## src/rtl/smx_pkg.sv

```systemverilog
package smx_pkg;

  typedef enum logic {
    S_IDLE,
    S_ACCESS
  } smx_state_e;

  // strobes and registered configuration passed from control to datapath
  typedef struct packed {
    logic       loadAddr;
    logic       advance;
    logic       loadRead;
    logic       clearFrame;
    logic       wrapEn;
    logic [1:0] lenCode;
  } smx_ctrl_t;

endpackage

```

## src/rtl/smx_ctrl.sv

```systemverilog
module smx_ctrl
  import smx_pkg::*;
#(
  parameter int WAIT_W = 4,
  parameter int CNT_W  = 6
) (
  input  logic              busClk,
  input  logic              rstN,
  input  logic              csN,
  input  logic              advN,
  input  logic              weN,
  input  logic [WAIT_W-1:0] cfgWait,
  input  logic [1:0]        cfgLenCode,
  input  logic              cfgWrap,
  output smx_ctrl_t         ctrl,
  output logic              memWe
);

  smx_state_e        state;
  logic [WAIT_W-1:0] waitCnt;
  logic [WAIT_W-1:0] waitQ;
  logic [WAIT_W-1:0] effWait;
  logic [1:0]        lenQ;
  logic              wrapQ;
  logic [CNT_W-1:0]  beatCnt;
  logic [CNT_W-1:0]  lenBeats;
  logic              beatsLeft;
  logic              startHit;
  logic              inFrame;
  logic              writeHit;
  logic              readHit;

  // configuration is only taken between frames
  always_ff @(posedge busClk or negedge rstN) begin
    if (!rstN) begin
      waitQ <= WAIT_W'(1);
      lenQ  <= 2'b00;
      wrapQ <= 1'b0;
    end else if (csN) begin
      waitQ <= cfgWait;
      lenQ  <= cfgLenCode;
      wrapQ <= cfgWrap;
    end
  end

  always_comb begin
    effWait   = (waitQ == '0) ? WAIT_W'(1) : waitQ;
    lenBeats  = CNT_W'(4) << lenQ;
    beatsLeft = beatCnt < lenBeats;
    startHit  = (state == S_IDLE) && !csN && !advN;
    inFrame   = (state == S_ACCESS) && !csN;
    writeHit  = inFrame && !weN && beatsLeft;
    readHit   = inFrame && weN && beatsLeft && (waitCnt >= effWait);

    ctrl.loadAddr   = startHit;
    ctrl.advance    = writeHit || readHit;
    ctrl.loadRead   = readHit;
    ctrl.clearFrame = (state == S_ACCESS) && csN;
    ctrl.wrapEn     = wrapQ;
    ctrl.lenCode    = lenQ;
    memWe           = writeHit;
  end

  always_ff @(posedge busClk or negedge rstN) begin
    if (!rstN) begin
      state   <= S_IDLE;
      waitCnt <= '0;
      beatCnt <= '0;
    end else begin
      unique case (state)
        S_IDLE: begin
          if (startHit) begin
            state   <= S_ACCESS;
            waitCnt <= WAIT_W'(1);
            beatCnt <= '0;
          end
        end
        S_ACCESS: begin
          if (csN) begin
            state   <= S_IDLE;
            waitCnt <= '0;
            beatCnt <= '0;
          end else begin
            if (writeHit || readHit) begin
              beatCnt <= beatCnt + CNT_W'(1);
            end else if (waitCnt < effWait) begin
              waitCnt <= waitCnt + WAIT_W'(1);
            end
          end
        end
        default: state <= S_IDLE;
      endcase
    end
  end

endmodule

```

## src/rtl/smx_datapath.sv

```systemverilog
module smx_datapath
  import smx_pkg::*;
#(
  parameter int ADDR_W = 8,
  parameter int DATA_W = 16
) (
  input  logic              busClk,
  input  logic              rstN,
  input  smx_ctrl_t         ctrl,
  input  logic              csN,
  input  logic              oeN,
  input  logic [ADDR_W-1:0] addrIn,
  input  logic [DATA_W-1:0] memRdata,
  output logic [ADDR_W-1:0] memAddr,
  output logic [DATA_W-1:0] adOut,
  output logic              adDriveEn
);

  logic [ADDR_W-1:0] beatAddr;
  logic [ADDR_W-1:0] lenWords;
  logic [ADDR_W-1:0] winMask;
  logic [ADDR_W-1:0] nextLinear;
  logic [ADDR_W-1:0] nextWrap;
  logic [DATA_W-1:0] outReg;
  logic              validQ;

  always_comb begin
    lenWords   = ADDR_W'(4) << ctrl.lenCode;
    winMask    = lenWords - ADDR_W'(1);
    nextLinear = beatAddr + ADDR_W'(1);
    nextWrap   = (beatAddr & ~winMask) | (nextLinear & winMask);
  end

  always_ff @(posedge busClk or negedge rstN) begin
    if (!rstN) begin
      beatAddr <= '0;
      outReg   <= '0;
      validQ   <= 1'b0;
    end else if (ctrl.clearFrame) begin
      validQ <= 1'b0;
    end else begin
      if (ctrl.loadAddr) begin
        beatAddr <= addrIn;
      end else if (ctrl.advance) begin
        beatAddr <= ctrl.wrapEn ? nextWrap : nextLinear;
      end
      validQ <= ctrl.loadRead;
      if (ctrl.loadRead) begin
        outReg <= memRdata;
      end
    end
  end

  assign memAddr   = beatAddr;
  assign adOut     = outReg;
  assign adDriveEn = validQ && !csN && !oeN;

endmodule

```

## src/rtl/smx_slave.sv

```systemverilog
module smx_slave
  import smx_pkg::*;
#(
  parameter int ADDR_W = 8,
  parameter int DATA_W = 16,
  parameter int WAIT_W = 4
) (
  input  logic              busClk,
  input  logic              rstN,
  input  logic              csN,
  input  logic              advN,
  input  logic              oeN,
  input  logic              weN,
  input  logic [DATA_W-1:0] adIn,
  output logic [DATA_W-1:0] adOut,
  output logic              adDriveEn,
  input  logic [WAIT_W-1:0] cfgWait,
  input  logic [1:0]        cfgLenCode,
  input  logic              cfgWrap,
  output logic [ADDR_W-1:0] memAddr,
  output logic              memWe,
  output logic [DATA_W-1:0] memWdata,
  input  logic [DATA_W-1:0] memRdata
);

  localparam int MAX_BEATS = 32;
  localparam int CNT_W     = $clog2(MAX_BEATS) + 1;

  smx_ctrl_t ctrl;

  smx_ctrl #(
    .WAIT_W(WAIT_W),
    .CNT_W (CNT_W)
  ) u_ctrl (
    .busClk    (busClk),
    .rstN      (rstN),
    .csN       (csN),
    .advN      (advN),
    .weN       (weN),
    .cfgWait   (cfgWait),
    .cfgLenCode(cfgLenCode),
    .cfgWrap   (cfgWrap),
    .ctrl      (ctrl),
    .memWe     (memWe)
  );

  smx_datapath #(
    .ADDR_W(ADDR_W),
    .DATA_W(DATA_W)
  ) u_datapath (
    .busClk   (busClk),
    .rstN     (rstN),
    .ctrl     (ctrl),
    .csN      (csN),
    .oeN      (oeN),
    .addrIn   (adIn[ADDR_W-1:0]),
    .memRdata (memRdata),
    .memAddr  (memAddr),
    .adOut    (adOut),
    .adDriveEn(adDriveEn)
  );

  assign memWdata = adIn;

endmodule

```

## config.mk

```make
export PLATFORM = sky130hd
export DESIGN_NAME = smx_slave
export DESIGN_NICKNAME = d
export VERILOG_FILES = /design/src/rtl/smx_pkg.sv /design/src/rtl/smx_ctrl.sv /design/src/rtl/smx_datapath.sv /design/src/rtl/smx_slave.sv
export SDC_FILE = /design/constraint.sdc
export NUM_CORES = 1
export LEC_CHECK = 0
export CAP_MARGIN = 20
export CORE_ASPECT_RATIO = 2
export CORE_UTILIZATION = 41
export DETAILED_ROUTE_END_ITERATION = 10
export HOLD_SLACK_MARGIN = 0.1
export PLACE_DENSITY = 0.75
export SYNTH_ARGS = -nofsm -noshare
export SYNTH_HDL_FRONTEND = slang
export SYNTH_SLANG_ARGS = --single-unit
```

## constraint.sdc

```tcl
create_clock -name busClk -period 2.3 [get_ports busClk]
set_input_delay 0.345 -clock busClk [delete_from_list [all_inputs] [get_ports busClk]]
set_output_delay 0.345 -clock busClk [all_outputs]
set_load 0.05 [all_outputs]
```

==> results.md, run 1 <==
* Outcome: finished, final reports clean
* Share of cells above drive strength 1 at 0.3226
* Routed length per instance at ~17 µm
* Library cell used as clock root buffer: sky130_fd_sc_hd__clkbuf_16
* Xor and xnor area share after synthesis at 0.007246
* Area of the multi-input gates at 1329 µm²
* Worst min-delay path category: input pin to async pin
* Power density over the cells at 988.3 nW/µm²
* Fraction of synthesis flops using an asynchronous set or reset pin at 1.000
* Kind of start point of the critical path: flip-flop
* GRT Util Overall at 0.1972
* Leakage power figure at 1.541 nW
* Number of warnings printed during yosys synthesis at 0
* Number of antenna violations at the first check in global routing at 0
* Diode insertion count for antenna repair at 0
* Post-synthesis sequential element count at 43
* Highest-count cells in the layout ignoring fill and taps: 59 x sky130_fd_sc_hd__clkdlybuf4s50_1, 42 x sky130_fd_sc_hd__dfrtp_1, 34 x sky130_fd_sc_hd__buf_4, 21 x sky130_fd_sc_hd__mux2_2, 17 x sky130_fd_sc_hd__nand2_1
* Crit share post-route at 0.9917
* Arrival time at the worst endpoint at 1.94 ns
* Cell area after layout at 3623 µm²
* Number of global-route vias before repair at roughly 2100
* Final count of pins violating max slew at 0
* Clk slew on worst S/H paths at 0.06 ns
* Number of endpoints failing setup at the final stage at 0
* Final core area utilization at 0.6347
* Library cells used by synthesis at 52
* Mux share of post-synthesis cell area at 0.1061
* Total number of vias at between 2000 and 2500
* Number of buffers created by CTS at 5
* Mean post-synth cell area at 10.70 µm²
* Combinational family with the most area after synthesis: simple AND/OR/NAND/NOR gates
* Final Hold Vio Count at 0
* TritonCTS clock tree: done
* IO buf count at 70
* DRC violations left at 0
* Starting density of the core at 0.4234
* Crit-path max FO at 5
* Pin count of the biggest net entering global routing at 38
* Number of clock sinks seen by CTS at 43
* Height of the die at roughly 110 µm
* Antenna Violating Nets Remaining at 0
* Violation count after the first detailed-route iteration at 52
* Layout filler cell count at about 460
* Cell Rows at 39
* Setup repair after global routing missed its margin: yes
* Synthesized-area fraction occupied by ao, oa, aoi and oai cells at 0.1351
* Area of the mapped netlist at 2417 µm²
* Remaining global-route overflow at 0
* Clock latency on the worst-skew pair at just under 0.3 ns
* Fraction of post-synthesis cell area in the top cell type by area at 0.4348
* Total power at approximately 3.6 mW
* Setup Total Neg Slack at 0 ns
* Synthesized netlist cell count at between 200 and 250
* Worst ir drop on vdd at 1022 µV
* Placeable Area at 5709 µm²
* Seq. cell area at about 1100 µm²
* Max-Slew Margin vs Limit at 0.4392
* Share of the yosys chip area belonging to registers at 0.4457
* Predominant post-synthesis flop cell: sky130_fd_sc_hd__dfrtp_1
* Post-placement cell area at 3184 µm²
* Clk buf depth at 2
* Maximum level of the CTS H-tree at 2
* CP Capture Type: output port
* Pin slew with the least headroom to its limit at 0.8412 ns
* Maximum clock skew at final layout at about 0.0073 ns
* Syn nets at 282
* Die span in x at 56.30 µm
* Detailed Route WL at 6181 µm
* Post-route minimum period at between 2 and 2.5 ns
* Fin nets at 365
* Area added between synthesis and finish at 49.90%
* Post-synthesis share of cell area spent on and, or, nand and nor gates at 0.1620
* Most common library cell in the layout ignoring fill and taps: sky130_fd_sc_hd__clkdlybuf4s50_1
* Number of enable flip-flop cells after synthesis at 0
* Leading area contributor after synthesis: sky130_fd_sc_hd__dfrtp_1
* Required arrival time at the worst endpoint at 1.96 ns
* First-pass GRT wire length at 9618 µm
* Boundary pin count at 87
* Total half-perimeter wirelength after legalization and detailed placement at 4336 µm
* Detailed-route vias per instance at 5.628
* Synth Area in Adders at 0.05694
* Number of hold-repair buffers added at the cts stage at 0
* Crit path kind: flip-flop to output port
* Maximum Capacitance Violations at 0
* Routability cong. at between 0.8 and 0.9
* Worst hold margin at 0.1588 ns
* Fmax at 438.4 MHz
* Detailed-routing iteration count for the pre-antenna-repair pass at 4
* Most area-consuming cells after synthesis: sky130_fd_sc_hd__dfrtp_1 43%, sky130_fd_sc_hd__mux2_2 9.8%, sky130_fd_sc_hd__ha_1 5.7%
* Die area at 6226 µm²
==> layer usage <==
metal	GRT usage	vias up	routed length, µm
met5	0	-	0
met4	0.1041	0	267
met3	0.04684	23	361
met2	0.3627	80	3438
met1	0.1966	1003	2113
li1	-	982	-
==> kinds of logic after synthesis <==
group / count (synthesis)
xor gates and xnor gates: 2
buffers and inverters: 32
AOI/OAI and AO/OA: 47
muxes: 23
adders and majority gates: 11
DFF: 43
and+or+nand+nor: 68
==> final timing paths <==
check,startpoint,end,slack (ns),cells past startpoint
max reg2reg,u_ctrl.lenQ[1],u_ctrl.waitCnt[0],0.03,11
min,rstN,u_datapath.adOut[4],0.16,1
min reg2reg,u_datapath.adOut[2],u_datapath.adOut[2],0.50,1
max,u_ctrl.lenQ[0],memWe,0.02,8
max in group asynchronous,rstN,u_datapath.adOut[14],1.51,2
min in group busClk,u_datapath.adOut[2],u_datapath.adOut[2],0.50,1
==> final cells by class <==
class,count,share of cell area
clock buffer,6,0.03557
clock inverter,2,0.01036
inverter,8,0.008287
multi-input combinational,151,0.3667
sequential,43,0.2973
tap,61,0.02106
timing repair buffer,100,0.2607
==> metrics by stage <==
| stage | setup WS, ns | cells |
|---|---|---|
| 6_report | 0.01916 | 371 |
| 4_1_cts | -0.06805 | 363 |
| 2_1_floorplan | 0.02212 | 226 |
| 5_1_grt | -0.03792 | 371 |
| 3_3_place_gp | -0.1689 | 354 |
| 3_5_place_dp | -0.2308 | 354 |
==> registers in the layout, summed over array words and instances (netlist names), named ones only <==
signal and count:
u_datapath.adOut 16, u_ctrl.beatCnt 6, u_ctrl.waitCnt 4, u_ctrl.waitQ 4, u_datapath.memAddr 4, u_ctrl.lenQ 2, u_ctrl.state 1, u_ctrl.wrapQ 1
u_datapath.validQ 1
==> worst max-delay path, cell delays in order, from the launching register on <==
cell and delay (ns):
sky130_fd_sc_hd__dfrtp_1 0.40, sky130_fd_sc_hd__buf_6 0.13, sky130_fd_sc_hd__nand2b_4 0.14, sky130_fd_sc_hd__ha_4 0.22
sky130_fd_sc_hd__o21ai_4 0.17, sky130_fd_sc_hd__a21oi_4 0.06, sky130_fd_sc_hd__buf_6 0.14, sky130_fd_sc_hd__nor3_4 0.21
sky130_fd_sc_hd__buf_12 0.17
==> cells in the mapped netlist (2+ instances only) <==
master	n
sky130_fd_sc_hd__a21oi_1	5
sky130_fd_sc_hd__o21ai_0	12
sky130_fd_sc_hd__nand3_1	9
sky130_fd_sc_hd__mux2i_1	2
sky130_fd_sc_hd__dfrtp_1	42
sky130_fd_sc_hd__clkbuf_1	3
sky130_fd_sc_hd__mux2_2	21
sky130_fd_sc_hd__nor2b_1	3
sky130_fd_sc_hd__nor3b_1	2
sky130_fd_sc_hd__o311ai_0	2
sky130_fd_sc_hd__or4_1	5
sky130_fd_sc_hd__or3_1	2
sky130_fd_sc_hd__o211ai_1	2
sky130_fd_sc_hd__nor2_1	9
sky130_fd_sc_hd__or2_2	2
sky130_fd_sc_hd__buf_6	3
sky130_fd_sc_hd__buf_4	18
sky130_fd_sc_hd__o31ai_1	3
sky130_fd_sc_hd__o41ai_1	3
sky130_fd_sc_hd__nand2b_1	4
sky130_fd_sc_hd__a31oi_1	5
sky130_fd_sc_hd__a31o_2	2
sky130_fd_sc_hd__nand4_1	3
sky130_fd_sc_hd__inv_1	8
sky130_fd_sc_hd__xnor2_1	2
sky130_fd_sc_hd__ha_1	11
sky130_fd_sc_hd__nand2_1	18
==> power by group <==
part / switching [mW] / leakage, nW / internal (mW)
clock: 0.292 / 0.0771 / 0.513
sequential: 0.133 / 0.541 / 0.957
combinational: 1.02 / 0.924 / 0.665
total: 1.45 / 1.54 / 2.13
==> timing repair <==
item	in CTS	in global routing
gates cloned	0	0
resized for setup	12	22
setup endpoints to repair	33	33
pin swaps	2	19
buffers inserted	1	8
Power figures use the tool's default switching activity.
==> inputs of run 2 (changes only) <==
--- a/config.mk
+++ b/config.mk
@@ -6,10 +6,13 @@
 export NUM_CORES = 1
 export LEC_CHECK = 0
 export CAP_MARGIN = 20
+export CELL_PAD_IN_SITES_DETAIL_PLACEMENT = 0
+export CELL_PAD_IN_SITES_GLOBAL_PLACEMENT = 1
 export CORE_ASPECT_RATIO = 2
-export CORE_UTILIZATION = 41
+export CORE_UTILIZATION = 31
 export DETAILED_ROUTE_END_ITERATION = 10
 export HOLD_SLACK_MARGIN = 0.1
+export MAX_ROUTING_LAYER = met4
 export PLACE_DENSITY = 0.75
 export SYNTH_ARGS = -nofsm -noshare
 export SYNTH_HDL_FRONTEND = slang
==> run 2 against run 1 <==
- count of clock-buffer cells in the layout unchanged
- setup slack better by 0.035 ns
- die area is 31% higher
- sequential power hardly changed
- flip-flop and latch count unchanged
- hold slack improved by 0.34 ns
- wire length rose by 3.9%
- clock skew is 0.0015 ns lower
- cell area up 4.5%
- critical path type unchanged
- critical endpoint unchanged
==> results.md, run 2 (same netlist as run 1, synthesis figures left out) <==
* Max reg flops at 16
* First-pass GRT wire length at ~9900 µm
* Height of the die at around 130 µm
* Seq. cell area at 1077 µm²
* TritonCTS clock tree: done
* Post-route minimum period at 2.246 ns
* Power density over the cells at 940.2 nW/µm²
* Internal reg-to-reg setup slack at ~0.07 ns
* Required arrival time at the worst endpoint at 1.96 ns
* Highest-count cells in the layout ignoring fill and taps: 59 x sky130_fd_sc_hd__clkdlybuf4s50_1, 42 x sky130_fd_sc_hd__dfrtp_1, 34 x sky130_fd_sc_hd__buf_4, 21 x sky130_fd_sc_hd__mux2_2, 16 x sky130_fd_sc_hd__nand2_1
* Final Hold Vio Count at 0
* Most common library cell in the layout ignoring fill and taps: sky130_fd_sc_hd__clkdlybuf4s50_1
* DRC violations left at 0
* Pin count of the biggest net entering global routing at 25
* Maximum Capacitance Violations at 0
* IO buf count at 70
* Buf+Inv Stages, Crit Path at 2
* Antenna Violating Nets Remaining at 0
* Maximum clock skew at final layout at roughly 0.0058 ns
* Number of clock sinks seen by CTS at 43
* Min-Delay Startpoint: u_datapath.adOut[14]
* Detailed-route vias per instance at 5.083
* Top delay family on crit path: simple AND/OR/NAND/NOR gates
* Setup repair after global routing missed its margin: yes
* Source of the worst register-to-register timing path: u_ctrl.lenQ[0]
* Detailed-routing iteration count for the pre-antenna-repair pass at 4
* Kind of start point of the critical path: flip-flop
* Total half-perimeter wirelength after legalization and detailed placement at 4685 µm
* Area of the multi-input gates at about 1400 µm²
* Die span in x at 64.44 µm
* Violation count after the first detailed-route iteration at 69
* CP Capture Type: output port
* Number of antenna violations at the first check in global routing at 0
* Number of global-route vias before repair at 2094
* Crit share post-route at 0.9766
* Number of endpoints failing setup at the final stage at 0
* Clk buf depth at 2
* Routability cong. at 0.8068
* Crit-path max FO at 4
* Library cell used as clock root buffer: sky130_fd_sc_hd__clkbuf_16
* Starting density of the core at 0.3204
* Worst hold margin at just over 0.5 ns
* Cell Rows at 45
* Remaining global-route overflow at 0
* Routed length per instance at 15.66 µm
* Clk slew on worst S/H paths at about 0.06 ns
* Worst flop-to-flop path endpoint: u_ctrl.beatCnt[3]
* Delay contributed by the slowest stage of the critical path at 0.39 ns
* Max-Slew Margin vs Limit at 0.6206
* Layout filler cell count at 708
* Leakage power figure at 1.593 nW
* Share of cells above drive strength 1 at 0.3576
* Sequence of cells on the critical path: or2_4 -> ha_4 -> o21ai_4 -> a21oi_4 -> buf_6 -> nor3_4 -> buf_12
* Critical path's slowest cell: sky130_fd_sc_hd__dfrtp_1
* Final count of pins violating max slew at 0
* Final critical-path setup slack at ~0.054 ns
* Number of buffers created by CTS at 5
* Fmax at ~450 MHz
* Post-Place Worst Slack at -0.3796 ns
* Fin nets at 371
* Depth of the worst register-to-register path at 12
* Area added between synthesis and finish at 56.57%
* Detailed Route WL at about 6400 µm
* GRT Util Overall at 0.1645
* Outcome: finished, final reports clean
* Worst min-delay path category: flip-flop to flip-flop
* Die area at approximately 8200 µm²
* Cell count of the worst hold path at 1
* Boundary pin count at 87
* Clock latency on the worst-skew pair at 0.29 ns
* CP Launch Point: u_ctrl.lenQ[0]
* Arrival time at the worst endpoint at roughly 1.9 ns
* Maximum level of the CTS H-tree at 2
* Placeable Area at 7545 µm²
* Worst ir drop on vdd at about 720 µV
* Worst Hold Endpoint: u_datapath.adOut[14]
* Total number of vias at ~2100
* Pin slew with the least headroom to its limit at 0.5691 ns
* Crit path kind: flip-flop to output port
* Diode insertion count for antenna repair at 0
-- run 2: worst register-to-register path, stage by stage, from the launching register on --
cell and delay, ns:
sky130_fd_sc_hd__dfrtp_1 0.36, sky130_fd_sc_hd__buf_6 0.10, sky130_fd_sc_hd__buf_4 0.13, sky130_fd_sc_hd__nand2_2 0.08, sky130_fd_sc_hd__ha_4 0.29, sky130_fd_sc_hd__o21ai_4 0.06, sky130_fd_sc_hd__a21oi_4 0.22, sky130_fd_sc_hd__buf_6 0.15
sky130_fd_sc_hd__a211oi_4 0.05, sky130_fd_sc_hd__buf_4 0.17, sky130_fd_sc_hd__buf_4 0.13, sky130_fd_sc_hd__nor3b_2 0.14, sky130_fd_sc_hd__a211o_1 0.26
-- run 2: worst max path at each step --
stage / end / slack [ns] / cells past startpoint
after floorplan: u_datapath.adOut[10] / 0.02 / 8
after global placement: flip-flop / -0.35 / 7
after detailed placement: flip-flop / -0.38 / 7
after CTS: memWe / 0.001 / 9
after global routing: u_datapath.memAddr[1] / -0.04 / 10
final: memWe / 0.05 / 7
-- run 2: area by class of cell --
class                      instances  area share
clock buffer                       6     0.03669
tap                               94     0.03107
timing repair buffer             106      0.2694
clock inverter                     2    0.004298
inverter                           8    0.007934
sequential                        43      0.2846
multi-input combinational        151      0.3660
-- run 2: what timing repair did --
action	in CTS	in global routing
endpoints found under the hold margin	23	0
endpoints found under the setup margin	12	31
pin swaps	5	17
setup buffers	2	2
hold buffers	1	0
gates resized for setup	14	32
-- run 2: routing by layer --
metal	global-route usage	share of wire
met5	-	0
met4	0.1163	0.060
met3	0.02068	0.032
met2	0.2978	0.56
met1	0.1540	0.35
-- run 2: power by group --
group	leakage, nW	switching [mW]	internal [mW]
Clock	0.0731	0.307	0.434
Sequential	0.541	0.130	0.956
Combinational	0.980	1.03	0.696
Total	1.59	1.47	2.09
-- run 2: metrics by stage --
step	setup TNS (ns)	util	std cells	power [mW]	instance area, µm²
2_1_floorplan	0	-	226	2.112	2422
3_3_place_gp	-0.3962	0.4391	397	2.658	3313
3_5_place_dp	-0.5549	0.4391	397	2.679	3313
4_1_cts	0	0.4723	408	3.472	3563
5_1_grt	-0.08153	0.5017	410	3.707	3785
6_report	0	0.5017	410	3.559	3785
